<file path="src/rtl/irq_prio_pkg.sv">
package irq_prio_pkg;

  // Geometry of the controller
  parameter int NUM_SRC = 16;
  parameter int REG_W   = 16;
  parameter int ADDR_W  = 12;

  // Byte offsets decoded by the register port (software depends on these)
  parameter logic [ADDR_W-1:0] OFS_VECTOR = 12'h000;
  parameter logic [ADDR_W-1:0] OFS_MASK   = 12'h002;

  // Enable mask value after reset
  parameter logic [NUM_SRC-1:0] MASK_RST = 16'h0010;

  // Strobes from the decoder to the datapath
  typedef struct packed {
    logic maskWr;     // load the enable mask this edge
    logic selVector;  // drive the priority vector onto read data
    logic selMask;    // drive the mask onto read data
  } ctrlStrobes_t;

endpackage

</file>
<file path="src/rtl/irq_prio_decode.sv">
module irq_prio_decode
  import irq_prio_pkg::*;
#(
  parameter int ADDR_W = irq_prio_pkg::ADDR_W,
  parameter logic [ADDR_W-1:0] VEC_OFS  = irq_prio_pkg::OFS_VECTOR,
  parameter logic [ADDR_W-1:0] MASK_OFS = irq_prio_pkg::OFS_MASK
) (
  input  logic [ADDR_W-1:0] regAddr,
  input  logic              regWrEn,
  output ctrlStrobes_t      strb
);

  logic hitVector;
  logic hitMask;

  // Full decode: aliasing would let stray writes reach the mask
  assign hitVector = (regAddr == VEC_OFS);
  assign hitMask   = (regAddr == MASK_OFS);

  always_comb begin
    strb           = '0;
    strb.maskWr    = regWrEn & hitMask;
    strb.selVector = hitVector;
    strb.selMask   = hitMask;
  end

endmodule

</file>
<file path="src/rtl/irq_prio_datapath.sv">
module irq_prio_datapath
  import irq_prio_pkg::*;
#(
  parameter int NUM_SRC = irq_prio_pkg::NUM_SRC,
  parameter int REG_W   = irq_prio_pkg::REG_W,
  parameter logic [NUM_SRC-1:0] MASK_INIT = irq_prio_pkg::MASK_RST
) (
  input  logic               clk,
  input  logic               rstN,
  input  ctrlStrobes_t       strb,
  input  logic [NUM_SRC-1:0] irqIn,
  input  logic [REG_W-1:0]   regWrData,
  output logic [REG_W-1:0]   regRdData,
  output logic               cpuIrq,
  output logic [NUM_SRC-1:0] srcBits,
  output logic [NUM_SRC-1:0] maskBits
);

  localparam int IDX_W = $clog2(NUM_SRC + 1);
  localparam int VEC_W = IDX_W + 2;

  logic [NUM_SRC-1:0] pending;
  logic [IDX_W-1:0]   winIdx;
  logic [VEC_W-1:0]   vector;

  // One capture flop per request line
  for (genvar g = 0; g < NUM_SRC; g++) begin : gSrc
    always_ff @(posedge clk or negedge rstN) begin
      if (!rstN) srcBits[g] <= 1'b0;
      else       srcBits[g] <= irqIn[g];
    end
  end

  always_ff @(posedge clk or negedge rstN) begin
    if (!rstN)            maskBits <= MASK_INIT;
    else if (strb.maskWr) maskBits <= regWrData[NUM_SRC-1:0];
  end

  assign pending = srcBits & maskBits;

  always_ff @(posedge clk or negedge rstN) begin
    if (!rstN) cpuIrq <= 1'b0;
    else       cpuIrq <= |pending;
  end

  // Lowest index wins: scan downwards so the last hit is the smallest
  always_comb begin
    winIdx = '0;
    for (int i = NUM_SRC - 1; i >= 0; i--) begin
      if (pending[i]) winIdx = IDX_W'(i + 1);
    end
  end

  assign vector = {winIdx, 2'b00};

  always_comb begin
    regRdData = '0;
    if (strb.selVector)    regRdData = REG_W'(vector);
    else if (strb.selMask) regRdData = REG_W'(maskBits);
  end

endmodule

</file>
<file path="src/rtl/irq_prio_ctrl.sv">
module irq_prio_ctrl
  import irq_prio_pkg::*;
#(
  parameter int NUM_SRC = irq_prio_pkg::NUM_SRC,
  parameter int REG_W   = irq_prio_pkg::REG_W,
  parameter int ADDR_W  = irq_prio_pkg::ADDR_W
) (
  input  logic               clk,
  input  logic               rstN,
  input  logic [NUM_SRC-1:0] irqIn,
  input  logic [ADDR_W-1:0]  regAddr,
  input  logic               regWrEn,
  input  logic [REG_W-1:0]   regWrData,
  output logic [REG_W-1:0]   regRdData,
  output logic               cpuIrq
);

  ctrlStrobes_t       strb;
  logic [NUM_SRC-1:0] srcBits;
  logic [NUM_SRC-1:0] maskBits;

  irq_prio_decode #(
    .ADDR_W   (ADDR_W),
    .VEC_OFS  (ADDR_W'(OFS_VECTOR)),
    .MASK_OFS (ADDR_W'(OFS_MASK))
  ) u_decode (
    .regAddr (regAddr),
    .regWrEn (regWrEn),
    .strb    (strb)
  );

  irq_prio_datapath #(
    .NUM_SRC   (NUM_SRC),
    .REG_W     (REG_W),
    .MASK_INIT (NUM_SRC'(MASK_RST))
  ) u_datapath (
    .clk       (clk),
    .rstN      (rstN),
    .strb      (strb),
    .irqIn     (irqIn),
    .regWrData (regWrData),
    .regRdData (regRdData),
    .cpuIrq    (cpuIrq),
    .srcBits   (srcBits),
    .maskBits  (maskBits)
  );

endmodule

</file>
<file path="config.mk">
export PLATFORM = sky130hd
export DESIGN_NAME = irq_prio_ctrl
export DESIGN_NICKNAME = d
export VERILOG_FILES = /design/src/rtl/irq_prio_pkg.sv /design/src/rtl/irq_prio_decode.sv /design/src/rtl/irq_prio_datapath.sv /design/src/rtl/irq_prio_ctrl.sv
export SDC_FILE = /design/constraint.sdc
export NUM_CORES = 1
export LEC_CHECK = 0
export CAP_MARGIN = 10
export CORE_ASPECT_RATIO = 1.25
export CORE_MARGIN = 5
export CORE_UTILIZATION = 40
export DETAILED_ROUTE_END_ITERATION = 10
export PLACE_DENSITY = 0.76
export SLEW_MARGIN = 15
export SYNTH_ARGS = -nofsm -noshare
export SYNTH_HDL_FRONTEND = slang
export SYNTH_SLANG_ARGS = --single-unit
</file>
<file path="constraint.sdc">
create_clock -name clk -period 3 [get_ports clk]
set_input_delay 0.75 -clock clk [delete_from_list [all_inputs] [get_ports clk]]
set_output_delay 0.75 -clock clk [all_outputs]
set_load 0.01 [all_outputs]
</file>
==> results.tsv, run 1 <==
stage	metric	value	unit
run_status	status	complete, no violations	
setup_path	arrival time worst endpoint	2.16	ns
power	total power	854	uW
clock_tree	Worst-Skew Late Latency	0.27	ns
layout	NumNets Final	241	
clock_tree	TritonCTS clock tree	yes	
job	MaxCap Viol Count	0	
synth	Synth Area in Adders	0	
timing	Setup Skew	0.00442	ns
layout	Diodes inserted	0	
power	Pwr Density	379	mW/mm^2
clock_tree	post-CTS setup buffers	0	
timing	RSZ-0062 raised after global routing	no	
setup_path	Crit-path slowest cell	or3b_4	
placed_design	GP Congestion	0.845	
grt	vias in the first global route	1382	
synth	largest family of logic cells by synthesized area	simple AND/OR/NAND/NOR gates	
synth	flops & latches, synth	33	
timing	Final Hold Viols	0	
clock_tree	H-tree levels	2	
clock_tree	root buffer selected by CTS	clkbuf_8	
layout	commonest cells after routing, fill and taps aside	clkdlybuf4s50_1, dfrtp_1, nand2_1	
timing	final worst path period share	0.970	
setup_path	crit path launch type	input port	
routing	Via density	5.29	
timing	Final setup viols	0	
synth	Syn Area/Cell	12.4	sq um
synth	Net Count, Synth	165	
setup_path	crit-path max cell delay	0.43	ns
die	Die ar.	0.00497	sq mm
clock_tree	cts bufs inserted	5	
synth	complex-gate fraction of the synthesized area	0.116	
grt	first-pass GRT wire length	6500	um
die	height of the die	77.6	um
layout	Design Area, Final	0.00225	sq mm
clock_tree	Sinks on Clock Net	33	
clock_tree	clock tree buffer depth	2	
setup_path	Setup crit end	regRdData[6]	
setup_path	Largest delay share family, worst path	simple AND/OR/NAND/NOR gates	
setup_path	Crit path depth	7	
synth	Mapped Cells	118	
setup_path	WS Path Type	in2out	
timing	fmax	343	MHz
min_path	Hold Path Class	reg2reg	
timing	Rel. slew slack	0.727	
routing	Post-Route WL	3870	um
synth	sequential fraction of the synthesis area	0.566	
routing	DR vias	1237	
routing	DR iter-0 viols	44	
grt	Global Route Usage Sum	0.165	
setup_path	ordered cell list for the critical path	clkbuf_2 > nor4_2 > nand3_2 > or3b_4 > nor3_2 > a32o_2 > buf_6	
routing	Avg WL per Cell	16.5	um
timing	Worst Tran Pin Value	0.410	ns
setup_path	worst r2r src	u_datapath.maskBits[14]$_DFFE_PN0P_	
layout	layout cell share with drive strength beyond 1	0.226	
grt	grt total ovfl	0	
placed_design	Post-DP HPWL	3120	um
layout	commonest non-fill, non-tap cell in the layout	clkdlybuf4s50_1	
timing	Final Slew Violations	0	
routing	Antenna Nets Post-Route	0	
setup_path	CP endpoint kind	output pin	
synth	simple-gate area share of the yosys netlist	0.179	
layout	Area Growth Syn to Fin	54.1	%
setup_path	WP buf/inv	2	
routing	DR pass1 iterations	4	
synth	XOR/XNOR Fraction of Synth Area	0	
placed_design	port bufs	63	
timing	Tmin final	2.91	ns
power	Peak VDD IR	0.000265	V
setup_path	crit path from	regAddr[7]	
setup_path	R2R depth	5	
timing	total negative slack	0	ns
grt	largest net degree at the start of global routing	34	
grt	initial antenna violation count	0	
setup_path	Worst Path Max Fanout	3	
synth	Synth warnings	0	
setup_path	worst reg2reg setup slack	1.60	ns
die	chip width	64.1	um
setup_path	r2r endpoint	u_datapath.cpuIrq$_DFF_PN0_	
clock_tree	cts hold-fix bufs	0	
die	core area	0.00351	sq mm
die	initial cell density of the core	0.416	
setup_path	Required @ worst endpoint	2.25	ns
placed_design	dpl cell area	0.00219	sq mm
die	FP Rows	24	
routing	Post-route DRC	0	
clock_tree	Reg clk slew, reported paths	0.06	ns
synth	Mapped Area	0.00146	sq mm
power	Leak Pwr	1.06	nW
synth	synth unique cells	32	
synth	multiplexer share of the synthesized area	0.123	
die	I/O pins	64	
[per-layer routing]
metal / global-route usage / share of wire / up-vias
li1: - / - / 579
met1: 0.180 / 0.39 / 593
met2: 0.302 / 0.53 / 59
met3: 0.0549 / 0.066 / 6
met4: 0.0416 / 0.013 / 0
met5: 0 / 0 / -
[flip-flops by register name, indices dropped and copies added, names as in the netlist]
signal,cells
u_datapath.cpuIrq,1
u_datapath.maskBits,16
u_datapath.srcBits,16
[layout make-up]
type,count,area [sq um]
Multi-Input combinational cell,81,632
Inverter,2,7.51
Tap cell,39,48.8
Clock buffer,7,76.3
Fill cell,304,1260
Clock inverter,1,7.51
Timing Repair Buffer,71,653
Sequential cell,33,827
[synth_stat cells]
cell,count,share of area
dfrtp_1,32,0.55
nand2_1,15,0.039
and2_1,12,0.051
mux2_1,10,0.077
mux2_2,6,0.046
o21ai_0,5,0.017
a22oi_1,4,0.021
nand3_1,3,0.010
a21oi_1,2,0.0068
a221oi_1,2,0.012
a22o_1,2,0.012
a31oi_1,2,0.0086
inv_1,2,0.0051
nor3_2,2,0.014
nor4_2,2,0.017
a221o_2,1,0.0077
a32o_1,1,0.0068
a32o_2,1,0.0077
a32oi_1,1,0.0060
a41oi_1,1,0.0060
and4_1,1,0.0060
buf_6,1,0.0077
clkbuf_1,1,0.0026
dfstp_2,1,0.018
nand2_4,1,0.0077
nand3_2,1,0.0068
nand3b_1,1,0.0051
nor2_1,1,0.0026
nor2_4,1,0.0077
o211ai_1,1,0.0051
or2_2,1,0.0043
or3b_4,1,0.0077
[cell families after synthesis]
family / count (synthesis)
buf+inv: 4
mux: 16
compound gates: 23
simple gates: 42
flops: 33
[how the worst min path moves through the flow]
stage,startpoint,to,cells past startpoint
after global placement,u_datapath.maskBits[11]$_DFFE_PN0P_,u_datapath.maskBits[11]$_DFFE_PN0P_,1
after floorplan,rstN,u_datapath.cpuIrq$_DFF_PN0_,0
after detailed placement,u_datapath.maskBits[1]$_DFFE_PN0P_,u_datapath.maskBits[1]$_DFFE_PN0P_,1
after global routing,u_datapath.maskBits[1]$_DFFE_PN0P_,u_datapath.maskBits[1]$_DFFE_PN0P_,1
after CTS,u_datapath.maskBits[1]$_DFFE_PN0P_,u_datapath.maskBits[1]$_DFFE_PN0P_,1
final,u_datapath.maskBits[1]$_DFFE_PN0P_,u_datapath.maskBits[1]$_DFFE_PN0P_,1
[metrics by stage]
stage	setup WS, ns	util	std cells	hold slack [ns]
6_report	0.0887	0.641	234	0.532
5_1_grt	0.00510	0.641	234	0.553
4_1_cts	0.0117	0.644	234	0.534
3_5_place_dp	-0.651	0.622	226	0.521
3_3_place_gp	-0.628	0.622	226	0.513
2_1_floorplan	0.279	-	118	0.454
[power by group]
part | internal [mW] | total (mW) | switching [mW]
combinational | 0.0534 | 0.0782 | 0.0248
sequential | 0.458 | 0.465 | 0.00773
clock | 0.164 | 0.311 | 0.147
total | 0.675 | 0.854 | 0.179
[what timing repair did]
| action | in CTS | in global routing |
|---|---|---|
| setup endpoints to repair | 16 | 15 |
| pin swaps | 7 | 7 |
| resized for setup | 50 | 14 |
Power figures use the tool's default switching activity.
==> run 2, diff against run 1 <==
ABC_AREA = 1   (was unset)
PLACE_DENSITY = 0.75   (was 0.76)
clock period = 2.8 ns   (was 3 ns; I/O delays follow)
==> run 2 against run 1 <==
Compared with the run above:
- utilization up 0.62 points
- power up 9.1%
- worst setup slack better by 0.0017 ns
- register-to-register slack better by 0.10 ns
- critical path type unchanged
==> results.tsv, run 2 <==
stage	metric	value	unit	change
run_status	status	complete, no violations		
layout	Area Growth Syn to Fin	53.4	%	
layout	multi-input logic area	614	sq um	-2.8%
synth	post-synthesis async set-or-reset flop share	1.00		unchanged
layout	fin cells	275		+18%
layout	biggest regs	u_datapath.maskBits x16, u_datapath.srcBits x16, u_datapath.cpuIrq x1		
synth	Syn Area/Cell	9.40	sq um	-24%
placed_design	GP Congestion	0.782		-7.5%
die	I/O pins	64		unchanged
synth	share of the synthesized area in the top cell type	0.536		-0.0124
synth	simple-gate area share of the yosys netlist	0.243		+0.0637
job	MaxCap Viol Count	0		unchanged
synth	Mapped Cells	159		+35%
setup_path	arrival time worst endpoint	2.01	ns	-0.15 ns
min_path	Hold Path Class	reg2reg		
synth	top post-synthesis cells by count	nand2_1, dfrtp_1, nor2_1		
timing	Final Slew Violations	0		unchanged
synth	count of flip-flops with a built-in enable after synthesis	0		unchanged
synth	Synth Area in Adders	0		unchanged
synth	area leader, netlist	dfrtp_1		
clock_tree	H-tree levels	2		unchanged
power	Pwr Density	406	mW/mm^2	+7.1%
setup_path	CP endpoint kind	output pin		
timing	Final setup viols	0		unchanged
setup_path	Required @ worst endpoint	2.10	ns	-0.15 ns
layout	Design Area, Final	0.00229	sq mm	+1.8%
setup_path	WS Path Type	in2out		
setup_path	Setup crit end	regRdData[7]		
clock_tree	clock tree buffer depth	2		unchanged
synth	complex-gate fraction of the synthesized area	0.0979		-0.0185
die	Die ar.	0.00507	sq mm	+2.0%
setup_path	worst reg2reg setup slack	1.70	ns	+0.10 ns
timing	Worst Tran Pin Value	0.418	ns	+0.00849 ns
routing	DR vias	1270		+2.7%
layout	NumNets Final	282		+17%
synth	synth unique cells	25		-22%
grt	Global Route Usage Sum	0.149		-0.0165
grt	vias in the first global route	1354		-2.0%
layout	layout cell share with drive strength beyond 1	0.254		+0.0286
power	Peak VDD IR	0.000279	V	+5.4%
grt	grt total ovfl	0		unchanged
clock_tree	Reg clk slew, reported paths	0.07	ns	about the same
synth	flops & latches, synth	33		unchanged
timing	Tmin final	2.71	ns	
synth	dominant cells by area after synthesis	dfrtp_1, nand2_1, nor2_1		
clock_tree	cts bufs inserted	5		unchanged
synth	Synth warnings	0		unchanged
power	Leak Pwr	1.22	nW	+15%
routing	Post-Route WL	3460	um	-10%
placed_design	Post-DP HPWL	2640	um	-15%
timing	Rel. slew slack	0.721		-0.00566
synth	ys flop type	dfrtp_1		
timing	total negative slack	0	ns	unchanged
die	FP Rows	24		unchanged
placed_design	port bufs	63		unchanged
setup_path	crit path from	regAddr[0]		
die	initial cell density of the core	0.422		+0.00601
synth	count leader, synth	nand2_1		
clock_tree	TritonCTS clock tree	yes		
routing	Via density	4.62		-13%
routing	Antenna Nets Post-Route	0		unchanged
setup_path	R2R depth	6		+1
grt	first-pass GRT wire length	5750	um	-11%
layout	Diodes inserted	0		unchanged
synth	multiplexer share of the synthesized area	0.0502		-0.0731
synth	Mapped Area	0.00150	sq mm	+2.3%
die	height of the die	78.4	um	+1.0%
layout	commonest non-fill, non-tap cell in the layout	nand2_1		
grt	initial antenna violation count	0		unchanged
routing	DR pass1 iterations	4		unchanged
timing	fmax	369	MHz	
placed_design	placed cell count	266		+18%
setup_path	worst r2r src	u_datapath.maskBits[14]$_DFFE_PN0P_		
routing	Avg WL per Cell	12.6	um	-24%
die	core area	0.00354	sq mm	+0.85%
setup_path	r2r endpoint	u_datapath.cpuIrq$_DFF_PN0_		
synth	largest family of logic cells by synthesized area	simple AND/OR/NAND/NOR gates		
die	chip width	64.7	um	+0.98%
layout	commonest cells after routing, fill and taps aside	nand2_1, clkdlybuf4s50_1, dfrtp_1		
timing	final worst path period share	0.968		
clock_tree	Worst-Skew Late Latency	0.28	ns	about the same
grt	largest net degree at the start of global routing	34		unchanged
layout	FILL cells	319		+4.9%
clock_tree	post-CTS setup buffers	0		unchanged
setup_path	crit path launch type	input port		
synth	sequential fraction of the synthesis area	0.553		-0.0128
setup_path	Worst Path Max Fanout	6		+3
routing	DR iter-0 viols	39		-11%
layout	Reg area	827	sq um	unchanged
clock_tree	root buffer selected by CTS	clkbuf_8		
timing	Final Hold Viols	0		unchanged
timing	RSZ-0062 raised after global routing	yes		
placed_design	dpl cell area	0.00222	sq mm	+1.6%
clock_tree	Sinks on Clock Net	33		unchanged
routing	Post-route DRC	0		unchanged
layout	Util after Layout	0.647		+0.00622
synth	Net Count, Synth	206		+25%
synth	XOR/XNOR Fraction of Synth Area	0		unchanged
timing	Setup Skew	0.00609	ns	+0.00167 ns
[run 2: cell count changes after synthesis, sizes merged, moves of 3 or more]
| cell | delta |
|---|---|
| nand2 | +33 |
| o21ai | -3 |
| mux2 | -11 |
| a21oi | +10 |
| inv | +12 |
| and2 | -11 |
| a22oi | -4 |
| nand3 | -4 |
| nor2 | +28 |
[run 2: cell families after synthesis]
| group | Yosys count |
|---|---|
| buffers and inverters | 18 |
| multiplexers | 5 |
| flip-flops | 33 |
| AO/OA/AOI/OAI | 18 |
| AND/OR/NAND/NOR | 85 |
[run 2: layout make-up]
cell class	instances	area share
flip-flops and latches	33	0.361
repair buffers	72	0.287
multi-input cells	108	0.268
clock buffers	7	0.0333
inverters	15	0.0267
well taps	39	0.0213
clock inverters	1	0.00327
[run 2: metal layers]
metal,global-route usage,part of all wire,vias up,routed length (um)
li1,-,-,656,-
met1,0.147,0.38,576,1320
met2,0.277,0.54,33,1890
met3,0.0529,0.063,5,218
met4,0.0634,0.013,0,44
met5,0,0,-,0
[run 2: how the worst min path moves through the flow]
stage / startpoint / to / slack [ns] / cells past startpoint
after floorplan: rstN / u_datapath.cpuIrq$_DFF_PN0_ / 0.40 / 0
after global placement: u_datapath.srcBits[0]$_DFF_PN0_ / u_datapath.cpuIrq$_DFF_PN0_ / 0.51 / 2
after detailed placement: u_datapath.srcBits[0]$_DFF_PN0_ / u_datapath.cpuIrq$_DFF_PN0_ / 0.51 / 2
after CTS: u_datapath.srcBits[0]$_DFF_PN0_ / u_datapath.cpuIrq$_DFF_PN0_ / 0.52 / 2
after global routing: u_datapath.srcBits[0]$_DFF_PN0_ / u_datapath.cpuIrq$_DFF_PN0_ / 0.55 / 2
final: u_datapath.srcBits[0]$_DFF_PN0_ / u_datapath.cpuIrq$_DFF_PN0_ / 0.53 / 2
[run 2: critical path, cell delays in order]
cell	delay, ns
dlygate4sd2_1	0.25
buf_4	0.14
nor4b_4	0.30
nand2_4	0.14
buf_12	0.16
nor2_1	0.08
clkdlybuf4s15_2	0.23
[run 2: power by group]
part / total (mW) / switching [mW] / internal, mW
logic: 0.0994 / 0.0356 / 0.0638
registers: 0.493 / 0.00377 / 0.490
clock network: 0.339 / 0.163 / 0.176
[run 2: per-stage QoR]
step | hold WS [ns] | total power, mW | setup WS [ns]
global placement | 0.507 | 0.604 | -0.544
finish | 0.528 | 0.932 | 0.0904
detailed placement | 0.510 | 0.605 | -0.559
floorplan | 0.404 | 0.521 | 0.413
global route | 0.552 | 0.980 | -0.0114
CTS | 0.518 | 0.948 | 0.0128
[run 2: timing repair]
action	CTS	global route
pin swaps	8	4
hold buffers	0	0
cloned	1	0
endpoints found under the setup margin	16	12
resized for setup	70	13
==> run 3, diff against run 2 <==
PLACE_DENSITY = 0.76   (was 0.75)
SKIP_CTS_REPAIR_TIMING = 1   (was unset)
==> run 3 against run 2 <==
Compared with the run above:
- final cell count stayed put
- global-route usage is 0.20 points higher
- die area stayed put
- combinational power hardly changed
- cell area is 4.5% higher
- sequential share of layout area is 1.5 points lower
- critical endpoint is now regRdData[6]
- flip-flop and latch count stayed put
- worst setup slack better by 0.016 ns
- fmax is 0.60% higher
==> results.tsv, run 3 (synthesized netlist as in run 2, its figures left out) <==
stage	metric	value	unit	change
routing	Antenna Nets Post-Route	0		unchanged
clock_tree	Worst-Skew Late Latency	0.28	ns	about the same
setup_path	arrival time worst endpoint	1.99	ns	-0.02 ns
routing	DR iter-0 viols	26		-33%
setup_path	crit path launch type	input port		
grt	first-pass GRT wire length	5810	um	+0.96%
layout	commonest cells after routing, fill and taps aside	nand2_1, clkdlybuf4s50_1, dfrtp_1		
timing	worst setup margin	0.106	ns	+0.0161 ns
run_status	status	complete, no violations		
clock_tree	Reg clk slew, reported paths	0.07	ns	about the same
layout	FILL cells	294		-7.8%
job	MaxCap Viol Count	0		unchanged
timing	RSZ-0062 raised after global routing	no		
routing	Post-Route WL	3610	um	+4.1%
grt	initial antenna violation count	0		unchanged
clock_tree	TritonCTS clock tree	yes		
layout	Diodes inserted	0		unchanged
timing	Tmin final	2.69	ns	-0.0161 ns
placed_design	pre-CTS setup slack	-0.620	ns	-0.0613 ns
timing	Worst Tran Pin Value	0.420	ns	+0.00186 ns
die	I/O pins	64		unchanged
die	height of the die	78.4	um	unchanged
power	Peak VDD IR	0.000332	V	+19%
layout	Util after Layout	0.676		+0.0290
clock_tree	root buffer selected by CTS	clkbuf_8		
timing	fmax	371	MHz	+0.60%
routing	Via density	4.73		+2.4%
die	Die ar.	0.00507	sq mm	unchanged
placed_design	GP Congestion	0.795		+1.7%
timing	Rel. slew slack	0.720		-0.00124
grt	vias in the first global route	1310		-3.2%
layout	biggest regs	u_datapath.maskBits x16, u_datapath.srcBits x16, u_datapath.cpuIrq x1		
placed_design	port bufs	63		unchanged
routing	DR vias	1300		+2.4%
timing	Final Hold Viols	0		unchanged
placed_design	placed cell count	266		unchanged
routing	DR pass1 iterations	4		unchanged
power	Pwr Density	412	mW/mm^2	+1.5%
clock_tree	clock tree buffer depth	2		unchanged
clock_tree	cts bufs inserted	5		unchanged
timing	Final Slew Violations	0		unchanged
setup_path	CP endpoint kind	output pin		
min_path	Hold Crit Depth	2		unchanged
routing	Post-route DRC	0		unchanged
min_path	Hold Path Class	reg2reg		
layout	layout cell share with drive strength beyond 1	0.229		-0.0254
setup_path	R2R depth	6		unchanged
routing	Avg WL per Cell	13.1	um	+4.1%
clock_tree	Sinks on Clock Net	33		unchanged
grt	Global Route Usage Sum	0.151		+0.00204
timing	final worst path period share	0.962		-0.00574
die	core area	0.00354	sq mm	unchanged
power	Leak Pwr	1.53	nW	+25%
setup_path	Required @ worst endpoint	2.10	ns	about the same
die	FP Rows	24		unchanged
layout	NumNets Final	282		unchanged
die	initial cell density of the core	0.422		unchanged
layout	commonest non-fill, non-tap cell in the layout	nand2_1		
die	chip width	64.7	um	unchanged
placed_design	Post-DP HPWL	2740	um	+3.8%
timing	Setup Skew	0.00669	ns	+0.000598 ns
layout	fin cells	275		unchanged
layout	Area Growth Syn to Fin	60.3	%	
grt	largest net degree at the start of global routing	34		unchanged
setup_path	Worst Path Max Fanout	2		-4
clock_tree	H-tree levels	2		unchanged
setup_path	WS Path Type	in2out		
timing	Final setup viols	0		unchanged
grt	grt total ovfl	0		unchanged
[run 3: cell count changes in the layout (fill, tap and decap cells not counted), moves of 5 or more]
cell | previous run | this run
dlymetal6s2s_1 | 0 | 23
buf_2 | 11 | 1
dlygate4sd2_1 | 8 | 0
clkdlybuf4s15_1 | 5 | 0
[run 3: worst max-delay path: stages]
cell      delay, ns
clkbuf_2       0.09
nor4_2         0.26
and2_1         0.18
nand2_1        0.07
inv_2          0.08
nand2_4        0.05
nor2_4         0.12
nand2_2        0.07
o31ai_2        0.21
buf_2          0.16
[run 3: final cells by class]
cell class              count  area (sq um)  area share
clock buffers               7          96.3      0.0402
clock inverters             1          5.00     0.00209
inverters                  15          57.6      0.0240
multi-input cells         108           618       0.258
flip-flops and latches     33           827       0.345
well taps                  39          48.8      0.0204
repair buffers             72           743       0.310
[run 3: worst paths after layout]
path | start | slack (ns) | endpoint
worst max-delay path | regAddr[8] | 0.11 | regRdData[6]
worst min register to register | u_datapath.srcBits[0]$_DFF_PN0_ | 0.52 | u_datapath.cpuIrq$_DFF_PN0_
max in group asynchronous | rstN | 1.66 | u_datapath.maskBits[4]$_DFFE_PN1P_
worst min-delay path | u_datapath.srcBits[0]$_DFF_PN0_ | 0.52 | u_datapath.cpuIrq$_DFF_PN0_
worst max register to register | u_datapath.maskBits[13]$_DFFE_PN0P_ | 1.71 | u_datapath.cpuIrq$_DFF_PN0_
min in group asynchronous | rstN | 0.81 | u_datapath.srcBits[2]$_DFF_PN0_
[run 3: metrics by stage]
step           power, mW  TNS, ns  instance area [sq um]  hold slack [ns]
6_report           0.988        0                   2400            0.522
5_1_grt             1.03        0                   2400            0.541
4_1_cts            0.999    -7.73                   2320            0.526
3_3_place_gp       0.604    -6.33                   2220            0.505
3_5_place_dp       0.606    -7.57                   2220            0.508
2_1_floorplan      0.521        0                   1500            0.404
[run 3: power breakdown]
group / switching (mW) / total, mW / leakage (nW) / internal [mW]
registers: 0.00381 / 0.493 / 0.358 / 0.489
clock network: 0.171 / 0.394 / 0.0542 / 0.222
logic: 0.0366 / 0.101 / 1.12 / 0.0643
[run 3: metal layers]
layer,vias up,wire length [um],share of wire,GRT usage
met2,32,1970,0.55,0.267
met5,-,0,0,0
met4,0,80,0.022,0.0592
li1,656,-,-,-
met1,603,1370,0.38,0.167
met3,9,188,0.052,0.0486
